<file path="src/rtl/bgs_pkg.sv">
`timescale 1ns/1ps
package bgs_pkg;
    typedef enum logic [2:0] {
        ST_DISCH,
        ST_DEAD,
        ST_CHARGE,
        ST_XFER,
        ST_CLAMP
    } seq_state_e;

    typedef enum logic [1:0] {
        LVL_OFF = 2'b00,
        LVL_1V8 = 2'b01,
        LVL_3V0 = 2'b10,
        LVL_5V0 = 2'b11
    } level_e;

    // Converts a duration in ns into a whole number of clock cycles (at least 1).
    function automatic int ns_to_cycles(input longint hz, input longint ns);
        longint c;
        c = ((hz / 1000) * ns) / 1000000;
        if (c < 1) c = 1;
        return int'(c);
    endfunction
endpackage

</file>
<file path="src/rtl/bgs_code_latch.sv">
`timescale 1ns/1ps
module bgs_code_latch #(
    parameter int CODE_W = 2
) (
    input  logic              clk,
    input  logic              rst_n,
    input  logic              pwr_en,
    input  logic [CODE_W-1:0] code_in,
    output logic [CODE_W-1:0] code_q
);
    always_ff @(posedge clk) begin
        if (!rst_n || !pwr_en) code_q <= '0;
        else                   code_q <= code_in;
    end
endmodule

</file>
<file path="src/rtl/bgs_cycle_timer.sv">
`timescale 1ns/1ps
module bgs_cycle_timer #(
    parameter int CNT_W = 8
) (
    input  logic             clk,
    input  logic             rst_n,
    input  logic             run,
    output logic [CNT_W-1:0] cnt
);
    always_ff @(posedge clk) begin
        if (!rst_n || !run) cnt <= '0;
        else                cnt <= cnt + 1'b1;
    end
endmodule

</file>
<file path="src/rtl/bgs_overload_flag.sv">
`timescale 1ns/1ps
module bgs_overload_flag (
    input  logic clk,
    input  logic rst_n,
    input  logic set,
    input  logic clr,
    output logic flag
);
    always_ff @(posedge clk) begin
        if (!rst_n || clr) flag <= 1'b0;
        else if (set)      flag <= 1'b1;
    end
endmodule

</file>
<file path="src/rtl/bridge_gate_seq.sv">
`timescale 1ns/1ps
module bridge_gate_seq
    import bgs_pkg::*;
#(
    parameter int unsigned CLK_HZ  = 200_000_000,
    parameter int unsigned XFER_NS = 900,
    parameter int unsigned WDOG_NS = 4_000_000
) (
    input  logic       clk,
    input  logic       rst_n,
    input  logic       pwr_en,
    input  logic [1:0] vsel,
    input  logic       ipk_hit,
    input  logic       vout_ok,
    input  logic       card_in,
    output logic       chg_gate,
    output logic       xfer_gate,
    output logic       clamp_gate,
    output logic       pd_gate,
    output logic [1:0] vref_sel,
    output logic       overload
);
    localparam int XFER_CYC = ns_to_cycles(longint'(CLK_HZ), longint'(XFER_NS));
    localparam int WDOG_CYC = ns_to_cycles(longint'(CLK_HZ), longint'(WDOG_NS));
    localparam int MAX_CYC  = (WDOG_CYC > XFER_CYC) ? WDOG_CYC : XFER_CYC;
    localparam int CNT_W    = $clog2(MAX_CYC + 1);

    seq_state_e       state_q, state_d, tgt_q, tgt_d;
    logic [CNT_W-1:0] cnt;
    logic             disc, wd_last, xf_last, run, wd_trip;

    bgs_code_latch #(.CODE_W(2)) u_code (
        .clk     (clk),
        .rst_n   (rst_n),
        .pwr_en  (pwr_en),
        .code_in (vsel),
        .code_q  (vref_sel)
    );

    assign run = (state_q == ST_CHARGE) || (state_q == ST_XFER);

    bgs_cycle_timer #(.CNT_W(CNT_W)) u_timer (
        .clk   (clk),
        .rst_n (rst_n),
        .run   (run),
        .cnt   (cnt)
    );

    assign disc    = (vref_sel == LVL_OFF) || !card_in;
    assign wd_last = (cnt == CNT_W'(WDOG_CYC - 1));
    assign xf_last = (cnt == CNT_W'(XFER_CYC - 1));
    assign wd_trip = (state_q == ST_CHARGE) && !disc && wd_last && !ipk_hit;

    bgs_overload_flag u_ovl (
        .clk   (clk),
        .rst_n (rst_n),
        .set   (wd_trip),
        .clr   (!pwr_en),
        .flag  (overload)
    );

    // State register
    always_ff @(posedge clk) begin
        if (!rst_n) begin
            state_q <= ST_DISCH;
            tgt_q   <= ST_DISCH;
        end else begin
            state_q <= state_d;
            tgt_q   <= tgt_d;
        end
    end

    // Next state: every move between gate groups goes through ST_DEAD
    always_comb begin
        state_d = state_q;
        tgt_d   = tgt_q;
        unique case (state_q)
            ST_DISCH: begin
                if (!disc) begin
                    state_d = ST_DEAD;
                    tgt_d   = ST_CHARGE;
                end
            end
            ST_DEAD: begin
                state_d = tgt_q;
            end
            ST_CHARGE: begin
                if (disc) begin
                    state_d = ST_DEAD;
                    tgt_d   = ST_DISCH;
                end else if (ipk_hit || wd_last) begin
                    state_d = ST_DEAD;
                    tgt_d   = ST_XFER;
                end
            end
            ST_XFER: begin
                if (disc) begin
                    state_d = ST_DEAD;
                    tgt_d   = ST_DISCH;
                end else if (vout_ok) begin
                    state_d = ST_DEAD;
                    tgt_d   = ST_CLAMP;
                end else if (xf_last) begin
                    state_d = ST_DEAD;
                    tgt_d   = ST_CHARGE;
                end
            end
            ST_CLAMP: begin
                if (disc) begin
                    state_d = ST_DEAD;
                    tgt_d   = ST_DISCH;
                end else if (!vout_ok) begin
                    state_d = ST_DEAD;
                    tgt_d   = ST_CHARGE;
                end
            end
            default: begin
                state_d = ST_DISCH;
                tgt_d   = ST_DISCH;
            end
        endcase
    end

    // Gate outputs decoded from the state register
    always_comb begin
        chg_gate   = 1'b0;
        xfer_gate  = 1'b0;
        clamp_gate = 1'b0;
        pd_gate    = 1'b0;
        unique case (state_q)
            ST_DISCH:  pd_gate    = 1'b1;
            ST_DEAD:   ;
            ST_CHARGE: chg_gate   = 1'b1;
            ST_XFER:   xfer_gate  = 1'b1;
            ST_CLAMP:  clamp_gate = 1'b1;
            default:   ;
        endcase
    end
endmodule

</file>
<file path="config.mk">
export PLATFORM = sky130hd
export DESIGN_NAME = bridge_gate_seq
export DESIGN_NICKNAME = d
export VERILOG_FILES = /design/src/rtl/bgs_pkg.sv /design/src/rtl/bgs_code_latch.sv /design/src/rtl/bgs_cycle_timer.sv /design/src/rtl/bgs_overload_flag.sv /design/src/rtl/bridge_gate_seq.sv
export SDC_FILE = /design/constraint.sdc
export NUM_CORES = 1
export LEC_CHECK = 0
export BUFFER_PORTS_ARGS = -buffer_cell sky130_fd_sc_hd__buf_2
export CAP_MARGIN = 5
export CORE_ASPECT_RATIO = 0.8
export CORE_UTILIZATION = 35
export CTS_BUF_LIST = sky130_fd_sc_hd__clkbuf_2
export DETAILED_ROUTE_END_ITERATION = 10
export PLACE_DENSITY = 0.52
export SLEW_MARGIN = 30
export SYNTH_ARGS = -nofsm -noshare
export SYNTH_HDL_FRONTEND = slang
export SYNTH_HIERARCHICAL = 1
export SYNTH_SLANG_ARGS = --single-unit
</file>
<file path="constraint.sdc">
create_clock -name clk -period 2.6 [get_ports clk]
set_input_delay 0.13 -clock clk [delete_from_list [all_inputs] [get_ports clk]]
set_output_delay 0.13 -clock clk [all_outputs]
set_load 0.1 [all_outputs]
</file>
==> key figures <==
Outcome
  – Status: finished clean

Power and ir drop
  – Pleak: 0.553 nW
  – Worst VDD drop: 0.214 mV
  – Comb power frac: 21.3%
  – Pwr dens: ~550 nW/µm²
  – Net Sw Frac: 33.1%
  – Int Pwr: 0.595 mW
  – Overall power: 0.888 mW
  – Psw: 0.294 mW
  – Register share of total power: 54.2%
  – Clock Power Share: about 25%

Final layout
  – Fillers: just over 400
  – Final #Nets: 194
  – Area Growth Syn to Fin: 13.6%
  – ANT cells: 0
  – Share of layout cells above drive strength 1: 18.3%

Routing
  – Post-route ant nets: 0
  – Vias: approximately 1.2k
  – DR iter-0 viols: 56
  – Final wirelength: 3210 µm
  – Vias per inst: 5.15
  – Routed len/inst: between 10 and 15 µm
  – Residual DRC: 0
  – DR pass1 iterations: 4

Yosys
  – Synth top area share: 40.6%
  – Cells after Synth: around 170
  – Cell with the most instances after synthesis: dfxtp_1
  – Avg Synthesized Cell Area: 8.67 µm²
  – YS warnings: 6
  – Yosys cell types: 42
  – Post-synth EDFFs: 0
  – Async SR Flop Fraction: 0%
  – Commonest register cell after synthesis: dfxtp_1
  – Syn_nets: 174
  – Area leader, netlist: dfxtp_1
  – Post-synthesis cell area: between 1000 and 1500 µm²
  – Number of synthesized register bits: 29
  – Share of the yosys chip area belonging to registers: 40.6%
  – Synth cell count leaders: dfxtp_1 (29), nor2_1 (18), nand2_1 (15)
  – Top cells by area, synth: dfxtp_1 (41%), xnor2_1 (5.5%), nor2_1 (4.7%), nand2_1 (3.9%), nand3_1 (3.5%)

Critical path
  – Largest fanout on the critical path: 9
  – Crit path launch type: register
  – Crit path from: state_q[1]
  – Worst r2r src: state_q[1]
  – Worst Path Required: roughly 2.9 ns
  – CP Class: reg2reg
  – CP arrival: 2.24 ns
  – Setup crit end kind: register

Clock tree
  – Sink Count: 29
  – Total CTS buffers: 5
  – # hold bufs at CTS: 0
  – H-tree depth: 2
  – Clock root buffer: clkbuf_2
  – Worst-case clock buffer depth: 2
  – Setup bufs post-CTS: 0
  – Post-CTS Resized: 0
  – Clk slew on worst S/H paths: approximately 0.13 ns
  – TritonCTS clock tree: yes
  – Worst skew pair latency: 0.32 ns

Floorplanning
  – Core area: between 3000 and 4000 µm²
  – Die height: 59.2 µm
  – Initial Utilization: 37.1%
  – # rows: 20
  – Die ar.: ~4300 µm²
  – Die Wd: 73.5 µm
  – I/O Pins: 15

STA
  – Clock Skew: between 0.01 and 0.015 ns
  – RSZ-0062 raised after global routing: false
  – Final Hold Viols: 0
  – Fin. max-slew vios: 0
  – Setup TNS Final: 0 ns
  – Final count of negative-setup-slack endpoints: 0
  – Maximum clock frequency: 501 MHz
  – Worst slew margin: 64.6%
  – Fin crit share: between 70% and 80%
  – Fin worst setup slack: 0.605 ns
  – Tightest Pin Transition: 0.530 ns
  – Clock period minus worst slack: approximately 2 ns

Placement
  – IO Port Bufs: 14
  – RePlAce Congestion: roughly 0.9
  – Post-DP HPWL: 2430 µm
  – Post-Place Worst Slack: 0.651 ns

Min path
  – Hold Path Class: in2reg
  – Hold Startpoint: vsel[0]

Global routing
  – Global Route Usage Sum: 16.3%
  – Largest net degree at the start of global routing: 20
  – First-pass GRT wire length: 5300 µm
  – Vias in the first global route: 1144
  – Overflow after GRT: 0
  – Antenna violations before repair: 0

Run
  – Max-Cap Viols: 0
## layout make-up
| type | instances | area (µm²) | area share (%) |
|---|---|---|---|
| clock buffer | 8 | 40.0 | 2.47 |
| inverter | 6 | 22.5 | 1.39 |
| multi-input combinational | 127 | 825 | 50.8 |
| sequential | 29 | 581 | 35.7 |
| tap | 55 | 68.8 | 4.24 |
| timing repair buffer | 16 | 87.6 | 5.39 |
## state kept, by name (all words and copies together) (netlist names)
register and cells:
u_timer/cnt 20, state_q 3, tgt_q 3, u_code/code_q 2, u_ovl/flag 1
## final timing paths
kind	endpoint	slack, ns	cells past startpoint
hold / removal	u_code/code_q[0]	0.05	2
hold reg to reg	tgt_q[1]	0.48	2
setup reg to reg	state_q[1]	0.60	5
setup / recovery	state_q[1]	0.60	5
## power groups by stage
stage | Sequential (mW) | Clock [mW] | Combinational (mW)
2_1_floorplan | 0.489 | 0 | 0.151
3_3_place_gp | 0.489 | 0 | 0.188
3_5_place_dp | 0.491 | 0 | 0.188
4_1_cts | 0.481 | 0.231 | 0.188
5_1_grt | 0.485 | 0.255 | 0.202
6_report | 0.481 | 0.218 | 0.189
## critical path: stages (launching register included)
cell and delay [ns]:
dfxtp_1 0.49, and2b_1 0.35, nand2_1 0.19, a2111oi_2 0.53
nor2_1 0.13, a211oi_1 0.22
## layer usage
metal	vias up	global-route usage [%]	routed length [µm]
li1	647	-	-
met3	0	5.61	124
met5	-	0	0
met2	19	24.0	1410
met1	575	22.7	1670
met4	0	4.67	0
## cell usage in the layout, fill, tap and decap left out, drive strengths merged, types with 4 or more instances in the layout
cell and instances:
nor3 8, or3 5, buf 15, nand3 11, inv 6, nand4 5
o21ai 4, nor4 4, a21oi 6, nand2 15, xnor2 9, or4 7
nor2 18, and3 7, clkbuf 8, dfxtp 29
## kinds of logic (layout without fill, tap and decap cells)
kind of cell	count (synthesis)	after routing	share of synthesized area, %
DFF	29	29	40.6
buffers and inverters	9	30	2.45
adders and majority gates	2	2	1.57
and+or+nand+nor	90	90	36.8
AOI/OAI and AO/OA	21	21	9.71
xor gates and xnor gates	11	11	6.74
muxes	3	3	2.10
## per-stage QoR
step | cell area, µm² | hold slack [ns] | std cells | utilization [%]
3_5_place_dp | 1570 | 0.377 | 232 | 40.8
2_1_floorplan | 1440 | 0.261 | 165 | -
4_1_cts | 1610 | 0.000828 | 240 | 41.9
3_3_place_gp | 1570 | 0.381 | 232 | 40.8
6_report | 1620 | 0.0453 | 241 | 42.1
5_1_grt | 1620 | 0.0152 | 241 | 42.1
Power figures use the tool's default switching activity.
